**src/rtl/mac_pkg.sv**
```systemverilog
package mac_pkg;

  localparam int NUM_ACC = 2;

  typedef enum logic [1:0] {
    OP_ADD  = 2'b00,
    OP_SUB  = 2'b01,
    OP_LOAD = 2'b10,
    OP_NOP  = 2'b11
  } macOp_e;

  // Strobes from the control to the datapath
  typedef struct packed {
    logic [NUM_ACC-1:0] upd;
    logic               subtract;
    logic               load;
  } macStrobe_t;

endpackage

```
**src/rtl/mac_ctrl.sv**
```systemverilog
module mac_ctrl
  import mac_pkg::*;
(
  input  logic       inValid,
  input  logic       accSel,
  input  logic [1:0] opCode,
  output macStrobe_t strobe
);

  macOp_e opKind;

  always_comb begin
    opKind = macOp_e'(opCode);
    strobe = '0;
    if (inValid && opKind != OP_NOP) begin
      strobe.upd[accSel] = 1'b1;
    end
    strobe.subtract = (opKind == OP_SUB);
    strobe.load     = (opKind == OP_LOAD);
  end

endmodule

```
**src/rtl/mac_datapath.sv**
```systemverilog
module mac_datapath
  import mac_pkg::*;
#(
  parameter int OP_W    = 32,
  parameter int GUARD_W = 8
) (
  input  logic                                      clk,
  input  logic                                      rst_n,
  input  macStrobe_t                                strobe,
  input  logic [OP_W-1:0]                           opA,
  input  logic [OP_W-1:0]                           opB,
  input  logic                                      modeUnsigned,
  input  logic                                      modeInteger,
  input  logic [NUM_ACC-1:0]                        satEn,
  input  logic                                      satSuper,
  output logic [NUM_ACC-1:0][2*OP_W+GUARD_W-1:0]    accQ,
  output logic [NUM_ACC-1:0]                        ovfNarrow,
  output logic [NUM_ACC-1:0]                        ovfWide,
  output logic [NUM_ACC-1:0]                        satFlag
);

  localparam int PROD_W = 2 * OP_W;
  localparam int ACC_W  = PROD_W + GUARD_W;
  localparam int EXT_W  = OP_W + 1;
  localparam int MUL_W  = 2 * EXT_W;
  localparam int SUM_W  = ACC_W + 1;

  localparam logic [OP_W-1:0]  OP_MIN   = {1'b1, {(OP_W-1){1'b0}}};
  localparam logic [ACC_W-1:0] NORM_MAX = {{(GUARD_W+1){1'b0}}, {(PROD_W-1){1'b1}}};
  localparam logic [ACC_W-1:0] NORM_MIN = ~NORM_MAX;
  localparam logic [ACC_W-1:0] WIDE_MAX = {1'b0, {(ACC_W-1){1'b1}}};
  localparam logic [ACC_W-1:0] WIDE_MIN = ~WIDE_MAX;

  // Operand extension and multiply
  logic signed [EXT_W-1:0] extA, extB;
  logic signed [MUL_W-1:0] mulFull;
  logic [ACC_W-1:0]        prodExt;
  logic [ACC_W-1:0]        prodAligned;
  logic                    minSquare;

  always_comb begin
    extA    = {(modeUnsigned ? 1'b0 : opA[OP_W-1]), opA};
    extB    = {(modeUnsigned ? 1'b0 : opB[OP_W-1]), opB};
    mulFull = extA * extB;
    prodExt = {{(ACC_W-MUL_W){mulFull[MUL_W-1]}}, mulFull};
    minSquare = !modeUnsigned && !modeInteger && (opA == OP_MIN) && (opB == OP_MIN);
    if (minSquare)        prodAligned = NORM_MAX;
    else if (modeInteger) prodAligned = prodExt;
    else                  prodAligned = prodExt << 1;
  end

  // One adder, range check and clamp per accumulator
  for (genvar i = 0; i < NUM_ACC; i++) begin : g_acc
    logic [SUM_W-1:0] accExt, addend, sumX;
    logic [SUM_W-PROD_W:0] headBits;
    logic narrowOut, wideOut, doSat, negRes;
    logic [ACC_W-1:0] clampVal, nextVal;

    always_comb begin
      accExt  = {accQ[i][ACC_W-1], accQ[i]};
      addend  = {prodAligned[ACC_W-1], prodAligned};
      if (strobe.load)          sumX = addend;
      else if (strobe.subtract) sumX = accExt - addend;
      else                      sumX = accExt + addend;
      headBits  = sumX[SUM_W-1:PROD_W-1];
      narrowOut = !((&headBits) || !(|headBits));
      wideOut   = sumX[SUM_W-1] ^ sumX[SUM_W-2];
      negRes    = sumX[SUM_W-1];
      doSat     = satEn[i] && (satSuper ? wideOut : narrowOut);
      if (satSuper) clampVal = negRes ? WIDE_MIN : WIDE_MAX;
      else          clampVal = negRes ? NORM_MIN : NORM_MAX;
      nextVal = doSat ? clampVal : sumX[ACC_W-1:0];
    end

    always_ff @(posedge clk or negedge rst_n) begin
      if (!rst_n) begin
        accQ[i]      <= '0;
        ovfNarrow[i] <= 1'b0;
        ovfWide[i]   <= 1'b0;
        satFlag[i]   <= 1'b0;
      end else if (strobe.upd[i]) begin
        accQ[i]      <= nextVal;
        ovfNarrow[i] <= ovfNarrow[i] | narrowOut;
        ovfWide[i]   <= ovfWide[i] | wideOut;
        satFlag[i]   <= satFlag[i] | doSat;
      end
    end
  end

endmodule

```
**src/rtl/dualacc_mac.sv**
```systemverilog
module dualacc_mac
  import mac_pkg::*;
#(
  parameter int OP_W    = 32,
  parameter int GUARD_W = 8
) (
  input  logic                      clk,
  input  logic                      rst_n,
  input  logic                      inValid,
  input  logic                      accSel,
  input  logic [1:0]                opCode,
  input  logic [OP_W-1:0]           opA,
  input  logic [OP_W-1:0]           opB,
  input  logic                      modeUnsigned,
  input  logic                      modeInteger,
  input  logic [1:0]                satEn,
  input  logic                      satSuper,
  output logic [2*OP_W+GUARD_W-1:0] accA,
  output logic [2*OP_W+GUARD_W-1:0] accB,
  output logic [1:0]                ovfNarrow,
  output logic [1:0]                ovfWide,
  output logic [1:0]                satFlag
);

  localparam int ACC_W = 2 * OP_W + GUARD_W;

  macStrobe_t strobe;
  logic [NUM_ACC-1:0][ACC_W-1:0] accQ;

  mac_ctrl u_ctrl (
    .inValid (inValid),
    .accSel  (accSel),
    .opCode  (opCode),
    .strobe  (strobe)
  );

  mac_datapath #(.OP_W(OP_W), .GUARD_W(GUARD_W)) u_dp (
    .clk          (clk),
    .rst_n        (rst_n),
    .strobe       (strobe),
    .opA          (opA),
    .opB          (opB),
    .modeUnsigned (modeUnsigned),
    .modeInteger  (modeInteger),
    .satEn        (satEn),
    .satSuper     (satSuper),
    .accQ         (accQ),
    .ovfNarrow    (ovfNarrow),
    .ovfWide      (ovfWide),
    .satFlag      (satFlag)
  );

  assign accA = accQ[0];
  assign accB = accQ[1];

endmodule

```
**config.mk**
```make
export PLATFORM = sky130hd
export DESIGN_NAME = dualacc_mac
export DESIGN_NICKNAME = d
export VERILOG_FILES = /design/src/rtl/mac_pkg.sv /design/src/rtl/mac_ctrl.sv /design/src/rtl/mac_datapath.sv /design/src/rtl/dualacc_mac.sv
export SDC_FILE = /design/constraint.sdc
export NUM_CORES = 2
export LEC_CHECK = 0
export BUFFER_PORTS_ARGS = -buffer_cell sky130_fd_sc_hd__buf_2
export CAP_MARGIN = 20
export CORE_ASPECT_RATIO = 0.75
export CORE_MARGIN = 10
export CORE_UTILIZATION = 45
export CTS_BUF_LIST = sky130_fd_sc_hd__clkbuf_16
export DETAILED_ROUTE_END_ITERATION = 7
export PLACE_DENSITY_LB_ADDON = 0.15
export SYNTH_ARGS = -nofsm -noshare
export SYNTH_HDL_FRONTEND = slang
export SYNTH_HIERARCHICAL = 1
export SYNTH_SLANG_ARGS = --single-unit
```
**constraint.sdc**
```tcl
create_clock -name clk -period 7.1 [get_ports clk]
set_clock_uncertainty 0.05 [all_clocks]
set_input_delay 0 -clock clk [delete_from_list [all_inputs] [get_ports clk]]
set_output_delay 0 -clock clk [all_outputs]
set_load 0.02 [all_outputs]
```
-- Word level (Yosys, flattened, before mapping)
Cells that the tools add are included.
- add/sub/neg operators: 4
- $mul: 1
- divide/modulo/power cells: 0
- order comparisons: 2
- equal/unequal tests: 5
- shift operators: 0
- muxes and demuxes: 21
- bitwise logic cells: 8
- reduce and logical (&&, ||, !) cells: 19
- operator list (cell ; number):
    two-way mux 72 bit ; 9
    two-way mux 73 bit ; 4
    adder 72 x 72 -> 73 bit ; 2
    subtractor 72 x 72 -> 73 bit ; 2
    multiplier 33 x 33 -> 66 bit ; 1
    two-way mux 66 bit ; 1
    equality test 32 bit (second input constant) ; 2
    AND reduction 10 bit ; 2
    OR reduction 10 bit ; 2
    logical AND 1 bit ; 7
    zero test 1 bit ; 6
    OR 1 bit ; 6
    two-way mux 1 bit ; 5
    equality test 2 x 1 -> 1 bit (second input constant) ; 1
    equality test 2 bit (second input constant) ; 1
    logical OR 1 bit ; 2
    < comparator 1 x 2 -> 1 bit (second input constant) ; 1
    two-way mux 2 bit ; 1
    inequality test 2 bit (second input constant) ; 1
    XOR 1 bit ; 2
    demux 1 bit (select 1 bit) ; 1
    >= comparator 1 bit (second input constant) ; 1
- flip-flop bits (word level): 150
- bits in latches: 0
- bits in writable memories: 0
- bits in read-only memories: 0
- input port bits: 75
- output and inout port bits: 150
- logic and storage cells: 68
- memories: 0

-- Logic depth before layout (Yosys ltp)
- depth in word-level cells: 15
- gate-level depth with buffers: 62
- depth with buffers taken out: 55

-- Modules after synthesis
The synthesis kept the hierarchy.
- modules (own cells, without submodules) (module ; instances ; cells an instance ; area each (sq um)):
    mac_datapath ; 1 ; 7039 ; 59087.9
    mac_ctrl ; 1 ; 6 ; 37.5

-- Worst setup path before layout
No wires, ideal clock.
- kind: input port to flip-flop
- start point: input opA[31]
- end point: register u_dp/accQ[10] (netlist bit)
- setup time: 0.121 ns
- data arrival time: 13.492 ns
- slack: -6.564 ns
- stages on the path: 61
- buffers on the path: 8
- path through: clkbuf_1 nor2b_1 clkbuf_1 nand2_1 inv_1 fa_1 inv_1 fa_1 inv_1 fa_1 inv_1 fa_1 inv_1 fa_1 fa_1 fa_1 inv_1 fa_1 [... 25 more ...] a21oi_1 a21o_1 a21oi_1 xnor2_1 mux2_2 a311oi_1 o211ai_2 inv_2 ha_1 and4_1 nand3_1 a41o_1 or2_1 clkbuf_1 buf_2 buf_2 o22ai_1 nor2_1
- word-level cells in the longest chain between the ends: 14
- elaborated cells on any way between the ends: 23
- those cells by class: add/sub: 2; mul: 1; eq/ne: 1; mux: 10; bitwise: 1; reduce/logical: 8
- RTL lines (element ; line ; source):
    from (decl) ; dualacc_mac.sv:12 ; input logic [OP_W-1:0] opA,
    two-way mux 1 bit or equality test 32 bit (tied branches) ; mac_datapath.sv:42, mac_datapath.sv:46 ;
    multiplier 33 x 33 -> 66 bit or logical AND 1 bit (tied branches) ; mac_datapath.sv:44, mac_datapath.sv:46 ;
    two-way mux 66 bit or logical AND 1 bit (tied branches) ; mac_datapath.sv:48, mac_datapath.sv:46 ;
    two-way mux 72 bit (*) ; mac_datapath.sv:47 ; if (minSquare) prodAligned = NORM_MAX;
    adder 72 x 72 -> 73 bit or subtractor 72 x 72 -> 73 bit (tied branches) ; mac_datapath.sv:64, mac_datapath.sv:63 ;
    two-way mux 73 bit ; mac_datapath.sv:63 ; else if (strobe.subtract) sumX = accExt - addend;
    two-way mux 73 bit (*) ; mac_datapath.sv:62 ; if (strobe.load) sumX = addend;
    OR reduction 10 bit ; mac_datapath.sv:66 ; narrowOut = !((&headBits) || !(|headBits));
    zero test 1 bit ; mac_datapath.sv:66 ;
    logical OR 1 bit ; mac_datapath.sv:66 ;
    zero test 1 bit ; mac_datapath.sv:66 ;
    two-way mux 1 bit ; mac_datapath.sv:69 ; doSat = satEn[i] && (satSuper ? wideOut : narrowOut);
    logical AND 1 bit ; mac_datapath.sv:69 ;
    two-way mux 72 bit (*) ; mac_datapath.sv:72 ; nextVal = doSat ? clampVal : sumX[ACC_W-1:0];
    to (signal, indexed assignment) ; mac_datapath.sv:82 ; accQ[i] <= nextVal;
    to (decl) ; mac_datapath.sv:16 ; output logic [NUM_ACC-1:0][2*OP_W+GUARD_W-1:0] accQ,
Mark *: on every way between the ends. The rest lies on a longest branch, timed or not.
A chain may end at the register's enable or synchronous reset.

-- Worst setup path after layout
- start point: input opA[7]
- end point: register u_dp/accQ[113] (netlist bit)
- word-level cells in the longest chain between the ends: 14
- elaborated cells on any way between the ends: 22
- those cells by class: add/sub: 2; mul: 1; eq/ne: 1; mux: 9; bitwise: 1; reduce/logical: 8
- RTL lines (element ; line):
    branches (longest 3 deep; another with multiplier 33 x 33 -> 66 bit) ; -
    two-way mux 72 bit (*) ; mac_datapath.sv:47
    adder 72 x 72 -> 73 bit or subtractor 72 x 72 -> 73 bit (tied branches) ; mac_datapath.sv:64, mac_datapath.sv:63
    two-way mux 73 bit ; mac_datapath.sv:63
    two-way mux 73 bit (*) ; mac_datapath.sv:62
    OR reduction 10 bit ; mac_datapath.sv:66
    zero test 1 bit ; mac_datapath.sv:66
    logical OR 1 bit ; mac_datapath.sv:66
    zero test 1 bit ; mac_datapath.sv:66
    two-way mux 1 bit ; mac_datapath.sv:69
    logical AND 1 bit ; mac_datapath.sv:69
    two-way mux 72 bit (*) ; mac_datapath.sv:72
Every way passes the cells marked *.

==> metrics.txt <==
fraction of layout cells with a size suffix above 1 0.297; slew margin rel. 0.250; final setup violation count 150; Syn Nets 8633; Bufs and invs on worst path 15; Crit path top cell by count fa_1; Least-Margin Pin Slew 1.13 ns; Via Count 56606; Total Die Area 146000 um2; type of origin of the critical path input pin; die height 334 um; Worst Setup End Kind flip-flop; core area 131000 um2; filler-free cell count of the finished design 10406; total grt overflow 0; total wire length 224 mm; first-pass GRT wire length 345 mm; largest fanout on the critical path 15; antenna violations before repair 20; Seq cells post-synth 150; kind of critical path in2reg; post-synth cell types 108; CTS tree built; worst-skew pair later-pin latency 0.52 ns; max-cap viol count 0; nets 10225; Routability Congestion 0.966; IO Count 225; minimum clock period after layout 12.90 ns; Area growth syn-to-layout 33.4%; filler instances 11773; critical path's top delay family adder cells; CP max stage cell or4_4; footprint of the multi-input gates 51400 um2; total number of yosys warnings 6; Final Hold Viols 0; Final Util 0.603; drt first-iter violations 4363; CTS H-tree lvls 4; sequential share of the synthesized area 0.0635; CTS Buf Count 25; Via density 5.44; DP Wirelength 186 mm; Total GRT Usage 0.300; post-synthesis average cell area 8.39 um2; sequential cell area 3750 um2; RSZ-0062 raised after global routing yes; FFs w/ async S/R, synth 1.00; Routed Antenna Nets 0; Worst-path clk slew 0.06 ns; number of synthesized flops with an enable pin 0; Req. time, crit path 7.44 ns; Die W 439 um; largest net degree at the start of global routing 130; fin crit share 1.82; Hold Path Class in2reg; highest clock rate 77.5 MHz; initial core utilization 0.452; vias in the first global route 59011; root cell of the clock tree clkbuf_16; post-DR wirelength/cell 21.5 um; fin. max-slew vios 0; PortBufs 224; commonest non-fill, non-tap cell in the layout buf_4; most frequent cells in the layout buf_4, inv_1, fa_1, nand2_1, and2_1; DP Cell Count 10237; status complete, but fails checks; WP data arrival 13.23 ns; mapped cell area 59100 um2; PnR worst setup slack -5.80 ns; DRC 0; CTS Sinks 150; Longest Clk Path Bufs 3; drt pass-1 iters 5; Mapped Cells 7045; # rows 115; failing checks negative setup slack; top_reg_cell synth dfrtp_1; Critical Path Max Stage Delay 0.58 ns
-- path summary, 6_finish.rpt --
check,from,endpoint,slack (ns),cells after the start
min in group asynchronous,rst_n,u_dp/accQ[97],0.43,3
max in group asynchronous,rst_n,u_dp/accQ[60],5.46,4
max,opA[7],u_dp/accQ[113],-5.80,55
max reg2reg,u_dp/accQ[0],u_dp/accQ[50],0.62,31
min,opCode[0],u_dp/accQ[143],0.03,5
min reg2reg,u_dp/ovfWide[0],u_dp/ovfWide[0],0.40,1
-- repair_timing --
action | CTS | global route
endpoints found under the setup margin | 150 | 150
buffers inserted | 54 | 57
endpoints found under the hold margin | 71 | 0
gates resized for setup | 268 | 391
pin swaps | 90 | 182
hold buffers | 8 | 0
cloned | 4 | 7
-- per-layer routing --
layer,global-route usage,up-vias,share of wire
li1,-,25635,-
met1,0.423,28660,0.45
met2,0.483,1995,0.46
met3,0.0431,314,0.068
met4,0.0751,2,0.027
met5,0,-,0.000058
-- layout make-up --
type | count | share of cell area
clock buffers | 25 | 0.00793
flip-flops and latches | 150 | 0.0476
inverters | 1218 | 0.0580
repair buffers | 1999 | 0.205
diodes | 8 | 0.000254
clock inverters | 8 | 0.00144
well taps | 1755 | 0.0278
multi-input cells | 5243 | 0.652
-- sequential cells by signal, summed over array words and instances, names as in the netlist --
signal and flops:
u_dp/accQ 144, u_dp/ovfWide 2, u_dp/ovfNarrow 2, u_dp/satFlag 2
-- synthesized netlist by cell type, drive strengths merged (18+ instances only) --
master	instances	area, um2
a211o	21	184
a211oi	49	408
a21o	107	803
a21oi	309	1570
a31oi	46	309
and2	477	2980
and3	48	302
buf	50	284
clkbuf	385	1450
dfrtp	150	3750
fa	1147	23000
ha	366	4580
inv	1217	4570
mux2i	18	193
nand2	921	3460
nand2b	40	258
nand3	81	405
nand4	62	388
nor2	309	1160
nor2b	29	181
nor3	70	350
nor4	47	307
o211ai	78	609
o21a	39	293
o21ai	338	1910
o21bai	44	330
o221ai	25	219
o22ai	50	313
or3	34	213
xnor2	149	1310
xor2	99	867
-- stage by stage --
| step | setup slack, ns | cell area [um2] | hold WS (ns) | setup TNS, ns |
|---|---|---|---|---|
| global route | -6.15 | 78900 | 0.0558 | -902.62 |
| detailed placement | -7.16 | 74100 | -0.0282 | -1033.69 |
| floorplan | -5.65 | 59800 | -0.346 | -827.84 |
| global placement | -7.04 | 74100 | -0.0399 | -1007.39 |
| CTS | -5.66 | 76500 | 0.0264 | -829.96 |
| finish | -5.80 | 78900 | 0.0294 | -848.98 |
-- worst min-delay path, cell delays in order --
cell and delay [ns]:
buf_2 0.18, a21oi_4 0.11, nor2_1 0.10, a211o_1 0.11
nand2_1 0.05
-- cell families after synthesis --
group	synth area share
compound gates	0.141
xor+xnor	0.0367
fa+ha+maj	0.466
buf+inv	0.107
flops	0.0635
mux	0.00542
simple gates	0.180
Power is not shown: default switching activity piles up to over one toggle a cycle in this logic, so the estimate is an artifact.
